===== src/rtl/scan_line_pkg.sv =====
package scan_line_pkg;
  localparam int unsigned DEF_LINES = 80;
  localparam int unsigned DEF_LINE_W = 7;

  typedef enum logic {
    SCAN_UP   = 1'b0,
    SCAN_DOWN = 1'b1
  } scan_dir_e;
endpackage


===== src/rtl/scan_mod_adj.sv =====
// Single compare-and-subtract wrap; input must be below 2*NUM_LINES.
module scan_mod_adj #(
  parameter int unsigned NUM_LINES = 80,
  parameter int unsigned LINE_W    = 7
) (
  input  logic [LINE_W:0]   val_i,
  output logic [LINE_W-1:0] res_o
);
  localparam logic [LINE_W:0] LIM = (LINE_W+1)'(NUM_LINES);
  logic [LINE_W:0] sub;
  always_comb begin
    sub   = val_i - LIM;
    res_o = (val_i >= LIM) ? sub[LINE_W-1:0] : val_i[LINE_W-1:0];
  end
endmodule


===== src/rtl/scan_first_line.sv =====
module scan_first_line #(
  parameter int unsigned NUM_LINES = 80,
  parameter int unsigned LINE_W    = 7,
  parameter int unsigned MUX_W     = 7
) (
  input  logic [LINE_W-1:0] start_line_i,
  input  logic [MUX_W-1:0]  mux_cfg_i,
  input  scan_line_pkg::scan_dir_e dir_i,
  output logic [LINE_W-1:0] first_o,
  output logic [LINE_W-1:0] mux_m1_o
);
  localparam logic [MUX_W-1:0] MUX_MAX = MUX_W'(NUM_LINES - 1);

  logic [LINE_W-1:0] sl_red;
  logic [LINE_W-1:0] sum_red;
  logic [LINE_W:0]   sum;

  scan_mod_adj #(.NUM_LINES(NUM_LINES), .LINE_W(LINE_W)) u_sl_adj (
    .val_i ({1'b0, start_line_i}),
    .res_o (sl_red)
  );

  always_comb begin
    mux_m1_o = (mux_cfg_i > MUX_MAX) ? LINE_W'(MUX_MAX) : LINE_W'(mux_cfg_i);
    sum      = {1'b0, sl_red} + {1'b0, mux_m1_o};
  end

  scan_mod_adj #(.NUM_LINES(NUM_LINES), .LINE_W(LINE_W)) u_sum_adj (
    .val_i (sum),
    .res_o (sum_red)
  );

  assign first_o = (dir_i == scan_line_pkg::SCAN_DOWN) ? sum_red : sl_red;
endmodule


===== src/rtl/scan_step.sv =====
module scan_step #(
  parameter int unsigned NUM_LINES = 80,
  parameter int unsigned LINE_W    = 7
) (
  input  logic [LINE_W-1:0] cur_i,
  input  scan_line_pkg::scan_dir_e dir_i,
  output logic [LINE_W-1:0] next_o
);
  localparam logic [LINE_W-1:0] TOP = LINE_W'(NUM_LINES - 1);
  logic [LINE_W-1:0] cand [2];

  for (genvar d = 0; d < 2; d++) begin : g_dir
    if (d == 0) begin : g_up
      assign cand[d] = (cur_i == TOP) ? '0 : cur_i + 1'b1;
    end else begin : g_dn
      assign cand[d] = (cur_i == '0) ? TOP : cur_i - 1'b1;
    end
  end

  assign next_o = cand[dir_i];
endmodule


===== src/rtl/scan_field_ctrl.sv =====
module scan_field_ctrl #(
  parameter int unsigned LINE_W = 7
) (
  input  logic              clk_i,
  input  logic              rst_ni,
  input  logic              line_stb_i,
  input  logic              field_start_i,
  input  logic              mirror_i,
  input  logic [LINE_W-1:0] first_i,
  input  logic [LINE_W-1:0] mux_m1_i,
  input  logic [LINE_W-1:0] next_i,
  output scan_line_pkg::scan_dir_e dir_o,
  output logic [LINE_W-1:0] addr_o,
  output logic              valid_o,
  output logic              done_o
);
  logic [LINE_W-1:0] left_q;
  logic              start_hit;
  logic              step_hit;

  assign start_hit = line_stb_i & field_start_i;
  assign step_hit  = line_stb_i & ~field_start_i & (left_q != '0);

  always_ff @(posedge clk_i or negedge rst_ni) begin
    if (!rst_ni) begin
      dir_o   <= scan_line_pkg::SCAN_UP;
      addr_o  <= '0;
      left_q  <= '0;
      valid_o <= 1'b0;
      done_o  <= 1'b0;
    end else begin
      done_o  <= valid_o & (left_q == '0);
      valid_o <= start_hit | step_hit;
      if (start_hit) begin
        dir_o  <= scan_line_pkg::scan_dir_e'(mirror_i);
        addr_o <= first_i;
        left_q <= mux_m1_i;
      end else if (step_hit) begin
        addr_o <= next_i;
        left_q <= left_q - 1'b1;
      end
    end
  end
endmodule


===== src/rtl/scan_line_gen.sv =====
module scan_line_gen #(
  parameter int unsigned NUM_LINES = scan_line_pkg::DEF_LINES,
  parameter int unsigned LINE_W    = scan_line_pkg::DEF_LINE_W,
  parameter int unsigned MUX_W     = LINE_W
) (
  input  logic              clk_i,
  input  logic              rst_ni,
  input  logic              line_stb_i,
  input  logic              field_start_i,
  input  logic [LINE_W-1:0] start_line_i,
  input  logic [MUX_W-1:0]  mux_cfg_i,
  input  logic              mirror_i,
  output logic [LINE_W-1:0] line_addr_o,
  output logic              line_valid_o,
  output logic              field_done_o
);
  scan_line_pkg::scan_dir_e dir_q;
  logic [LINE_W-1:0] first_addr;
  logic [LINE_W-1:0] mux_m1;
  logic [LINE_W-1:0] next_addr;

  scan_first_line #(.NUM_LINES(NUM_LINES), .LINE_W(LINE_W), .MUX_W(MUX_W)) u_first (
    .start_line_i (start_line_i),
    .mux_cfg_i    (mux_cfg_i),
    .dir_i        (scan_line_pkg::scan_dir_e'(mirror_i)),
    .first_o      (first_addr),
    .mux_m1_o     (mux_m1)
  );

  scan_step #(.NUM_LINES(NUM_LINES), .LINE_W(LINE_W)) u_step (
    .cur_i  (line_addr_o),
    .dir_i  (dir_q),
    .next_o (next_addr)
  );

  scan_field_ctrl #(.LINE_W(LINE_W)) u_ctrl (
    .clk_i         (clk_i),
    .rst_ni        (rst_ni),
    .line_stb_i    (line_stb_i),
    .field_start_i (field_start_i),
    .mirror_i      (mirror_i),
    .first_i       (first_addr),
    .mux_m1_i      (mux_m1),
    .next_i        (next_addr),
    .dir_o         (dir_q),
    .addr_o        (line_addr_o),
    .valid_o       (line_valid_o),
    .done_o        (field_done_o)
  );
endmodule


===== config.mk =====
export PLATFORM = sky130hd
export DESIGN_NAME = scan_line_gen
export DESIGN_NICKNAME = d
export VERILOG_FILES = /design/src/rtl/scan_line_pkg.sv /design/src/rtl/scan_mod_adj.sv /design/src/rtl/scan_first_line.sv /design/src/rtl/scan_step.sv /design/src/rtl/scan_field_ctrl.sv /design/src/rtl/scan_line_gen.sv
export SDC_FILE = /design/constraint.sdc
export NUM_CORES = 1
export LEC_CHECK = 0
export BUFFER_PORTS_ARGS = -buffer_cell sky130_fd_sc_hd__buf_2
export CAP_MARGIN = 40
export CORE_MARGIN = 2
export CORE_UTILIZATION = 48
export DETAILED_ROUTE_END_ITERATION = 8
export PLACE_DENSITY = 0.78
export SKIP_CTS_REPAIR_TIMING = 1
export SKIP_LAST_GASP = 1
export SYNTH_ARGS = -nofsm -noshare
export SYNTH_HDL_FRONTEND = slang
export SYNTH_SLANG_ARGS = --single-unit

===== constraint.sdc =====
create_clock -name clk_i -period 2.4 [get_ports clk_i]
set_clock_uncertainty 0.1 [all_clocks]
set_input_delay 0.12 -clock clk_i [delete_from_list [all_inputs] [get_ports clk_i]]
set_output_delay 0.12 -clock clk_i [all_outputs]
set_load 0.01 [all_outputs]

==> impl_metrics.tcl, run 1 <==
set metrics [dict create \
    worst_slack_ns -0.2616 \
    cap_violations 0 \
    initial_utilization_pct 51.47 \
    power.density_nw_per_um2 558.9 \
    syn_nets 256 \
    insertion_delay_ns 0.30 \
    synth_top_area_cell "dfrtp_1" \
    synth_area_um2 1758 \
    min_period_ns 2.662 \
    drc_errors 0 \
    gp_congestion 0.8334 \
    ir_worst_vdd_mv 0.2217 \
    ys_top_cells_by_count "27 x nor2_1, 17 x dfrtp_1, 15 x ha_1, 15 x o21ai_0" \
    leakagePower_nw 1.151 \
    rsz0062_at_grt "yes" \
    die_h_um 64.52 \
    grt_max_degree 19 \
    port_buffers 27 \
    ant_nets 0 \
    power.internal_uw 794.0 \
    arrival_ns 2.77 \
    area_growth_pct 38.43 \
    grt_pass1_wl_um 7714 \
    synth-async-reset-ratio_pct 100.0 \
    fin_total_pwr_mw 1.360 \
    post_drt_wl_per_cell_um 14.35 \
    combinationalPowerShare_pct 54.6 \
    fin_nets 325 \
    cts.sinks 17 \
    switching_share_pct 41.63 \
    ys.flop_type "dfrtp_1" \
    drive_above_1_share_pct 33.22 \
    root_buffer "clkbuf_4" \
    slew_headroom_pct 65.51 \
    ys_ff_latch 17 \
    finalHoldViolCount 0 \
    p_switching_uw 566.2 \
    antenna_found_initial 0 \
    ctsHtreeMaxLevel 1 \
    synth.top_cell.area_share_pct 24.20 \
    core_area_um2 3416 \
    overflow 0 \
    track_usage_pct 23.35 \
    p_seq_share_pct 33.5 \
    dieArea_um2 4162 \
    dp_hpwl_um 3793 \
    cts_buffer_depth 2 \
    synth_edf_count 0 \
    dr.pass1.iters 4 \
    worstSetupStartpointType "primary input" \
    fp.dieW_um 64.52 \
    cts.clk_slew.worst_paths_ns 0.11 \
    final_util_pct 71.25 \
    ys_seq_area_share_pct 24.20 \
    numCtsBuffers 3 \
    syn-mean-instance-area_um2 7.954 \
    cts_tree "yes" \
    first_iter_violations 149 \
    routed_via_density 5.746 \
    yosysWarnings 0 \
    hold_class "in -> reg" \
    grt_pass1_vias 1791 \
    synthCells 221 \
    synthDistinctLibCells 51 \
    outcome "finished, violations left" \
    required_ns 2.51 \
    io_pins 28 \
    setup_viol 3 \
    crit_fanout 3 \
    slew_violations 0 \
    clkPwrFrac_pct 11.9 \
    rows 21 \
    antenna_cells 0 \
    yosysMostFrequentCell "nor2_1" \
    crit_path_end_kind "flop" \
    path_class "in -> reg" \
    drt-total-wl_um 4807 \
    violations "setup timing" \
    num_vias 1925 \
    fmax_ghz 0.3757 \
    fin_crit_sh_pct 110.9 \
    synth_area_leaders "dfrtp_1 24%, ha_1 11%, nor2_1 5.8%, o21ai_0 4.3%, a21oi_1 4.0%" \
    tightest_slew_ns 0.5173 \
]
## state kept, by name, summed over array words and instances (netlist names)
signal,count
u_ctrl.done_o,1
u_ctrl.valid_o,1
u_ctrl.addr_o,7
u_ctrl.dir_o,1
u_ctrl.left_q,7
## critical path, cell delays in order
cell	delay (ns)
buf_8	0.10
o21ai_4	0.18
nand2b_1	0.14
ha_4	0.19
fa_2	0.34
a211oi_2	0.24
nor2_1	0.09
xor2_1	0.23
ha_2	0.23
and2b_1	0.13
o2111ai_2	0.09
o211ai_1	0.12
a21oi_2	0.10
buf_4	0.14
xnor2_1	0.12
a311oi_1	0.20
## layout by cell type, fill, tap and decap left out, types with 4 or more instances in the layout
cell type  instances
inv_1             13
a21oi_1           12
buf_2             25
xor2_1             5
a211oi_1           4
nor2b_1            5
nand2b_1           5
mux2i_1            5
ha_1              11
dfrtp_1           17
nand3_1            5
nor3_1             5
xnor2_1            5
nand2_1           13
buf_4             45
nor2_1            27
o21ai_0           14
a31oi_1            4
## stage by stage
stage               area (um2)  TNS [ns]  setup WS (ns)  std cells  hold slack [ns]
floorplan                 1846   -0.3535        -0.2438        221          -0.2756
global placement          2312    -1.326        -0.4548        326         -0.04192
detailed placement        2312    -1.658        -0.5895        326         -0.03391
CTS                       2338   -0.7011        -0.2711        330          -0.3673
global route              2434    -1.193        -0.4445        335          0.08721
finish                    2434   -0.7568        -0.2616        335          0.06205
## cell type report
cell class              instances  area [um2]
flip-flops and latches         17       425.4
inverters                      14       57.56
multi-input cells             181        1368
fillers                       272       982.2
clock buffers                   4       26.28
repair buffers                 73       499.2
well taps                      46       57.56
## path summary, 6_finish.rpt
| check | start | to | slack [ns] | cells past startpoint |
|---|---|---|---|---|
| setup / recovery | mux_cfg_i[5] | u_ctrl.addr_o[4]$_DFFE_PN0P_ | -0.26 | 16 |
| hold / removal | mirror_i | u_ctrl.dir_o$_DFFE_PN0P_ | 0.06 | 3 |
| setup reg to reg | u_ctrl.left_q[3]$_DFFE_PN0P_ | u_ctrl.addr_o[5]$_DFFE_PN0P_ | 0.41 | 7 |
| hold reg to reg | u_ctrl.valid_o$_DFF_PN0_ | u_ctrl.done_o$_DFF_PN0_ | 0.38 | 1 |
| max in group asynchronous | rst_ni | u_ctrl.left_q[0]$_DFFE_PN0P_ | 1.74 | 2 |
| min in group asynchronous | rst_ni | u_ctrl.addr_o[1]$_DFFE_PN0P_ | 0.17 | 2 |
## per-layer routing
metal  vias up  track usage [%]  part of all wire, %  wire length (um)
li1        951                -                    -                 -
met1       922            29.16                   46              2211
met2        44            41.15                   50              2382
met3         8            1.910                  2.1               103
met4         0            10.11                  2.3               110
met5         -                0                    0                 0
## cell families (layout without fill, tap and decap cells)
logic type      Yosys count  count (layout)  synth area share, %
fa+ha+maj                16              16                11.81
flops                    17              17                24.20
mux                       8               8                4.982
simple gates             80              80                23.56
xor+xnor                 11              11                5.480
buf+inv                  23              91                4.911
compound gates           66              66                25.05
## power by group through the flow
| stage | sequential (mW) | clock, mW | combinational, mW |
|---|---|---|---|
| detailed placement | 0.458 | 0 | 0.710 |
| global route | 0.467 | 0.173 | 0.815 |
| floorplan | 0.444 | 0 | 0.458 |
| finish | 0.456 | 0.162 | 0.742 |
| global placement | 0.458 | 0 | 0.686 |
| CTS | 0.452 | 0.165 | 0.712 |
(Power assumes the default switching activity.)
==> run 2, diff against run 1 <==
Settings changed: SYNTH_HIERARCHICAL from default to 1.
==> run 2 against run 1 <==
The run still ends with setup timing left; worst setup slack lost 0.50 ns; register-to-register slack improved by 0.11 ns; non-clock buffer count fell by 10; flip-flop and latch count stayed put; synthesized area grew 8.3%; combinational power is 28% higher; largest cell class unchanged; largest power group unchanged.
==> impl_metrics.tcl, run 2 <==
set metrics [dict create \
    fin_tns_setup_ns -2.038 \
    required_ns 2.44 \
    io_pins 28 \
    fin_nets 305 \
    synth.top_cell.area_share_pct 22.35 \
    timing.rr.start "u_ctrl/addr_o[1]$_DFFE_PN0P_" \
    leakagePower_nw 1.093 \
    hold_class "in -> reg" \
    crit_start "start_line_i[5]" \
    layout_commonest_cell "buf_4" \
    path_class "in -> reg" \
    synth-async-reset-ratio_pct 100.0 \
    synth_area_leaders "dfrtp_1 22%, ha_1 9.9%, mux2i_1 5.8%, o21ai_0 5.0%, nand2_1 4.7%" \
    rows 22 \
    synth_top_area_cell "dfrtp_1" \
    p_seq_share_pct 31.9 \
    ys_ff_latch 17 \
    gp_congestion 0.8202 \
    power.internal_uw 966.0 \
    synthDistinctLibCells 56 \
    largestRegisters "u_ctrl/addr_o x7, u_ctrl/left_q x7" \
    arrival_ns 3.19 \
    initial_utilization_pct 50.84 \
    grt_pass1_wl_um 7107 \
    setup_viol 3 \
    slew_violations 0 \
    multi_input_comb_area_um2 1354 \
    fillCellCount 338 \
    track_usage_pct 20.61 \
    fmax_ghz 0.3165 \
    ir_worst_vdd_mv 0.4816 \
    yosysWarnings 6 \
    ant_nets 0 \
    cts_tree "yes" \
    overflow 0 \
    synth_compound_area_share_pct 19.33 \
    ys_top_cells_by_count "24 x nand2_1, 19 x o21ai_0, 17 x dfrtp_1" \
    ys.flop_type "dfrtp_1" \
    worstSetupStartpointType "primary input" \
    root_buffer "clkbuf_8" \
    antenna_cells 0 \
    regArea_um2 425.4 \
    worst_slack_ns -0.7593 \
    fp.dieW_um 66.97 \
    drc_errors 0 \
    fin_crit_sh_pct 131.6 \
    r2r-end "u_ctrl/addr_o[3]$_DFFE_PN0P_" \
    yosysMostFrequentCell "nand2_1" \
    synth_mux_area_share_pct 9.928 \
    routed_via_density 5.483 \
    switching_share_pct 43.75 \
    first_iter_violations 165 \
    syn-mean-instance-area_um2 8.611 \
    port_buffers 27 \
    grt_max_degree 20 \
    reg2regPathDepth 7 \
    p_switching_uw 751.3 \
    outcome "finished, violations left" \
    area_growth_pct 24.79 \
    cap_violations 0 \
    dp_hpwl_um 3287 \
    finalHoldViolCount 0 \
    die_h_um 66.97 \
    synthXorXnorAreaFrac_pct 4.602 \
    synth_fa_ha_area_share_pct 10.91 \
    synthCells 221 \
    crit_fanout 3 \
    numCtsBuffers 3 \
    drt-total-wl_um 4382 \
    cts.clk_slew.worst_paths_ns 0.07 \
    min_period_ns 3.159 \
    clkPwrFrac_pct 12.6 \
    synthSimpleGateAreaFrac_pct 22.49 \
    cts.sinks 17 \
    rsz0062_at_grt "yes" \
    core_area_um2 3744 \
    ys_seq_area_share_pct 22.35 \
    regToRegSetupSlack_ns 0.52 \
    drive_above_1_share_pct 35.69 \
    post_drt_wl_per_cell_um 13.82 \
    synth_top_family_by_area "simple AND/OR/NAND/NOR gates" \
    insertion_delay_ns 0.25 \
    ctsHtreeMaxLevel 1 \
    crit_path_end_kind "flop" \
    num_vias 1738 \
    violations "setup timing" \
    antenna_found_initial 0 \
    grt_pass1_vias 1609 \
    dieArea_um2 4484 \
    cts_buffer_depth 2 \
    synth_area_um2 1903 \
    final_cell_mix "35 x buf_4, 25 x buf_2, 24 x nand2_1, 17 x dfrtp_1, 16 x o21ai_0" \
    dr.pass1.iters 4 \
    synth_edf_count 0 \
    final_util_pct 63.44 \
    endpoint "u_ctrl/addr_o[5]$_DFFE_PN0P_" \
    power.density_nw_per_um2 723.2 \
    combinationalPowerShare_pct 55.4 \
]
## run 2: cell count changes in the layout (fill, tap and decap cells not counted), sizes merged, moves of 3 or more
cell / previous run / this run
nor2: 27 / 12
buf: 72 / 62
nand2: 14 / 24
a21oi: 15 / 8
mux2i: 5 / 11
o21ai: 15 / 20
mux2: 3 / 7
a211oi: 6 / 3
o21a: 3 / 0
xor2: 5 / 2
## run 2: per-layer routing
| metal | vias to the layer above | wire (um) | share of wire, % | track usage (%) |
|---|---|---|---|---|
| met4 | 0 | 0 | 0 | 0.7653 |
| met1 | 829 | 2092 | 48 | 27.87 |
| met3 | 0 | 148 | 3.4 | 3.716 |
| met2 | 39 | 2140 | 49 | 36.00 |
| li1 | 870 | - | - | - |
| met5 | - | 0 | 0 | 0 |
## run 2: cell families (layout without fill, tap and decap cells)
group	after synthesis	count (layout)
AND/OR/NAND/NOR	75	75
AO/OA/AOI/OAI	50	50
buffers and inverters	34	81
multiplexers	18	18
flip-flops	17	17
adder cells (fa/ha/maj)	16	16
XOR/XNOR	10	10
other	1	2
## run 2: power groups by stage
stage,Sequential [mW],Clock (mW),Combinational (mW)
2_1_floorplan,0.495,0,0.719
3_3_place_gp,0.542,0,0.881
3_5_place_dp,0.552,0,0.906
4_1_cts,0.545,0.221,0.913
5_1_grt,0.568,0.239,1.06
6_report,0.548,0.217,0.952
## run 2: worst min path at each step
stage	from	to	slack [ns]	cells past startpoint
final	line_stb_i	u_ctrl/valid_o$_DFF_PN0_	0.09	3
after floorplan	rst_ni	u_ctrl/addr_o[0]$_DFFE_PN0P_	-0.28	0
after CTS	rst_ni	u_ctrl/left_q[5]$_DFFE_PN0P_	-0.31	1
after global placement	rst_ni	u_ctrl/left_q[1]$_DFFE_PN0P_	-0.03	1
after detailed placement	rst_ni	u_ctrl/left_q[1]$_DFFE_PN0P_	-0.03	1
after global routing	line_stb_i	u_ctrl/valid_o$_DFF_PN0_	0.09	3
## run 2: per-stage QoR
stage               total power [mW]  hold WS (ns)  instances  cell area [um2]  setup WS, ns
global placement               1.423      -0.03383        309             2232        -1.057
CTS                            1.680       -0.3090        313             2278       -0.9039
floorplan                      1.214       -0.2756        222             1938       -0.8200
finish                         1.717       0.08530        317             2375       -0.7593
detailed placement             1.458      -0.03357        309             2232        -1.165
global route                   1.865       0.08795        317             2375       -0.9716
## run 2: area by class of cell
| class | instances | area share [%] |
|---|---|---|
| clock buffers | 3 | 1.739 |
| clock inverters | 1 | 0.2107 |
| inverters | 14 | 2.740 |
| multi-input cells | 171 | 57.01 |
| flip-flops and latches | 17 | 17.91 |
| well taps | 48 | 2.529 |
| repair buffers | 63 | 17.86 |
## run 2: worst max-delay path, stage by stage
cell and delay [ns]:
buf_8 0.09, inv_12 0.03, ha_4 0.13, and4bb_1 0.20
a221oi_4 0.31, buf_4 0.17, mux2i_2 0.29, ha_1 0.33
xnor2_1 0.16, inv_1 0.07, ha_2 0.16, and4bb_1 0.20
a221oi_2 0.31, mux2i_1 0.12, mux2_4 0.26, mux2i_1 0.14
o21ai_1 0.08
==> run 3, diff against run 2 <==
Settings changed: CORE_ASPECT_RATIO from default to 1.1.
==> run 3 against run 2 <==
The flow still finishes with violations (setup timing); count of clock-buffer cells in the layout increased by 1; sequential share of layout area about the same; routed wire length increased by 0.75%; critical path depth increased by 2; fmax decreased by 6.0%; combinational power increased by 2%; worst hold slack improved by 0.0043 ns; global-route usage about the same; worst setup slack got worse by 0.20 ns; clock power about the same; power increased by 0.72%; flip-flop and latch count unchanged.
==> impl_metrics.tcl, run 3 (synthesis results as in run 2) <==
set metrics [dict create \
    outcome "finished, violations left" \
    violations "setup timing" \
    first_iter_violations 150 \
    slew_violations 0 \
    setup_viol 3 \
    fin_nets 306 \
    drive_above_1_share_pct 34.44 \
    insertion_delay_ns 0.25 \
    crit_fanout 4 \
    reg2regPathDepth 7 \
    rows 24 \
    hold_class "in -> reg" \
    ir_worst_vdd_mv 0.4660 \
    leakagePower_nw 1.097 \
    power.internal_uw 980.2 \
    rsz0062_at_grt "yes" \
    hold_start "mirror_i" \
    worst_slack_ns -0.9616 \
    cts.clk_slew.worst_paths_ns 0.06 \
    crit_path_end_kind "flop" \
    die_h_um 70.04 \
    timing.rr.start "u_ctrl/addr_o[1]$_DFFE_PN0P_" \
    regToRegSetupSlack_ns 0.53 \
    drc_errors 0 \
    track_usage_pct 20.65 \
    io_pins 28 \
    drt-total-wl_um 4415 \
    grt_max_degree 18 \
    fp.dieW_um 64.04 \
    whs_ns 0.08962 \
    cts_buffer_depth 2 \
    p_switching_uw 749.5 \
    cts.sinks 17 \
    gp_congestion 0.8401 \
    root_buffer "clkbuf_8" \
    ant_nets 0 \
    port_buffers 27 \
    antenna_cells 0 \
    num_vias 1785 \
    clkPwrFrac_pct 12.4 \
    switching_share_pct 43.33 \
    path_class "in -> reg" \
    finalHoldViolCount 0 \
    ctsHtreeMaxLevel 1 \
    largestRegisters "u_ctrl/addr_o x7, u_ctrl/left_q x7" \
    fin_crit_sh_pct 140.1 \
    hold_depth 3 \
    fillCellCount 342 \
    final_cell_mix "36 x buf_4, 25 x buf_2, 24 x nand2_1, 17 x dfrtp_1, 15 x o21ai_0" \
    dr.pass1.iters 4 \
    overflow 0 \
    p_seq_share_pct 31.4 \
    antenna_found_initial 0 \
    r2r-end "u_ctrl/addr_o[3]$_DFFE_PN0P_" \
    layout_commonest_cell "buf_4" \
    numCtsBuffers 3 \
    cts_tree "yes" \
    dieArea_um2 4485 \
    arrival_ns 3.40 \
    core_area_um2 3874 \
    grt_pass1_vias 1700 \
    cap_violations 0 \
    final_util_pct 61.34 \
    area_growth_pct 24.85 \
    dp_hpwl_um 3417 \
    routed_via_density 5.543 \
    fmax_ghz 0.2975 \
    min_to "u_ctrl/dir_o$_DFFE_PN0P_" \
    post_drt_wl_per_cell_um 13.71 \
    min_period_ns 3.362 \
    combinationalPowerShare_pct 56.2 \
    worstSetupStartpointType "primary input" \
    initial_utilization_pct 49.13 \
    power.density_nw_per_um2 728.0 \
    required_ns 2.44 \
    grt_pass1_wl_um 7514 \
]
run 3: cell types whose count changed in the layout (fill, tap and decap cells not counted), sizes merged:
cell    delta
buf        +1
clkinv     -1
clkbuf     +1
run 3: worst max path at each step:
| stage | slack, ns | cells after the start | endpoint | startpoint |
|---|---|---|---|---|
| finish | -0.96 | 19 | u_ctrl/addr_o[4]$_DFFE_PN0P_ | start_line_i[5] |
| global route | -1.20 | 19 | u_ctrl/addr_o[4]$_DFFE_PN0P_ | start_line_i[5] |
| CTS | -0.91 | 19 | u_ctrl/addr_o[4]$_DFFE_PN0P_ | start_line_i[5] |
| detailed placement | -1.17 | 19 | u_ctrl/addr_o[4]$_DFFE_PN0P_ | start_line_i[5] |
| global placement | -1.05 | 19 | u_ctrl/addr_o[5]$_DFFE_PN0P_ | start_line_i[5] |
| floorplan | -0.82 | 18 | u_ctrl/addr_o[5]$_DFFE_PN0P_ | start_line_i[5] |
run 3: layer usage:
layer	up-vias	share of wire [%]	global-route usage, %	wire length, um
met5	-	0	0	0
met4	0	0.66	3.623	29
met3	4	4.1	3.060	179
met2	57	51	36.34	2246
met1	853	44	26.84	1960
li1	871	-	-	-
run 3: power groups by stage:
stage	sequential, mW	clock (mW)	combinational, mW
after global placement	0.544	0	0.887
after detailed placement	0.551	0	0.912
after global routing	0.568	0.232	1.09
final	0.544	0.214	0.972
after floorplan	0.495	0	0.719
after CTS	0.544	0.221	0.918
run 3: cell type report:
type                       instances  area, um2  share of cell area, %
multi-input combinational        171       1344                  56.56
clock buffer                       4      45.04                  1.896
inverter                          14      65.06                  2.738
timing repair buffer              64      431.7                  18.17
tap                               52      65.06                  2.738
sequential                        17      425.4                  17.90
run 3: critical path, stage by stage:
cell      delay [ns]
buf_8           0.09
inv_12          0.03
ha_4            0.13
and4bb_1        0.19
a221oi_2        0.29
xnor2_1         0.21
ha_1            0.34
a21oi_2         0.17
nand2_1         0.08
a31oi_2         0.20
xnor2_1         0.16
inv_1           0.10
ha_2            0.17
and4bb_1        0.22
a221oi_4        0.30
xnor2_1         0.11
mux2_4          0.26
mux2i_1         0.14
o21ai_1         0.08
run 3: stage by stage:
stage | worst slack, ns | cell area (um2) | TNS, ns | cells | power [mW]
6_report | -0.9616 | 2376 | -2.579 | 322 | 1.730
5_1_grt | -1.203 | 2376 | -3.310 | 322 | 1.885
4_1_cts | -0.9128 | 2297 | -2.470 | 319 | 1.683
3_5_place_dp | -1.171 | 2252 | -3.261 | 315 | 1.463
3_3_place_gp | -1.049 | 2252 | -2.900 | 315 | 1.431
2_1_floorplan | -0.8200 | 1938 | -1.971 | 222 | 1.214
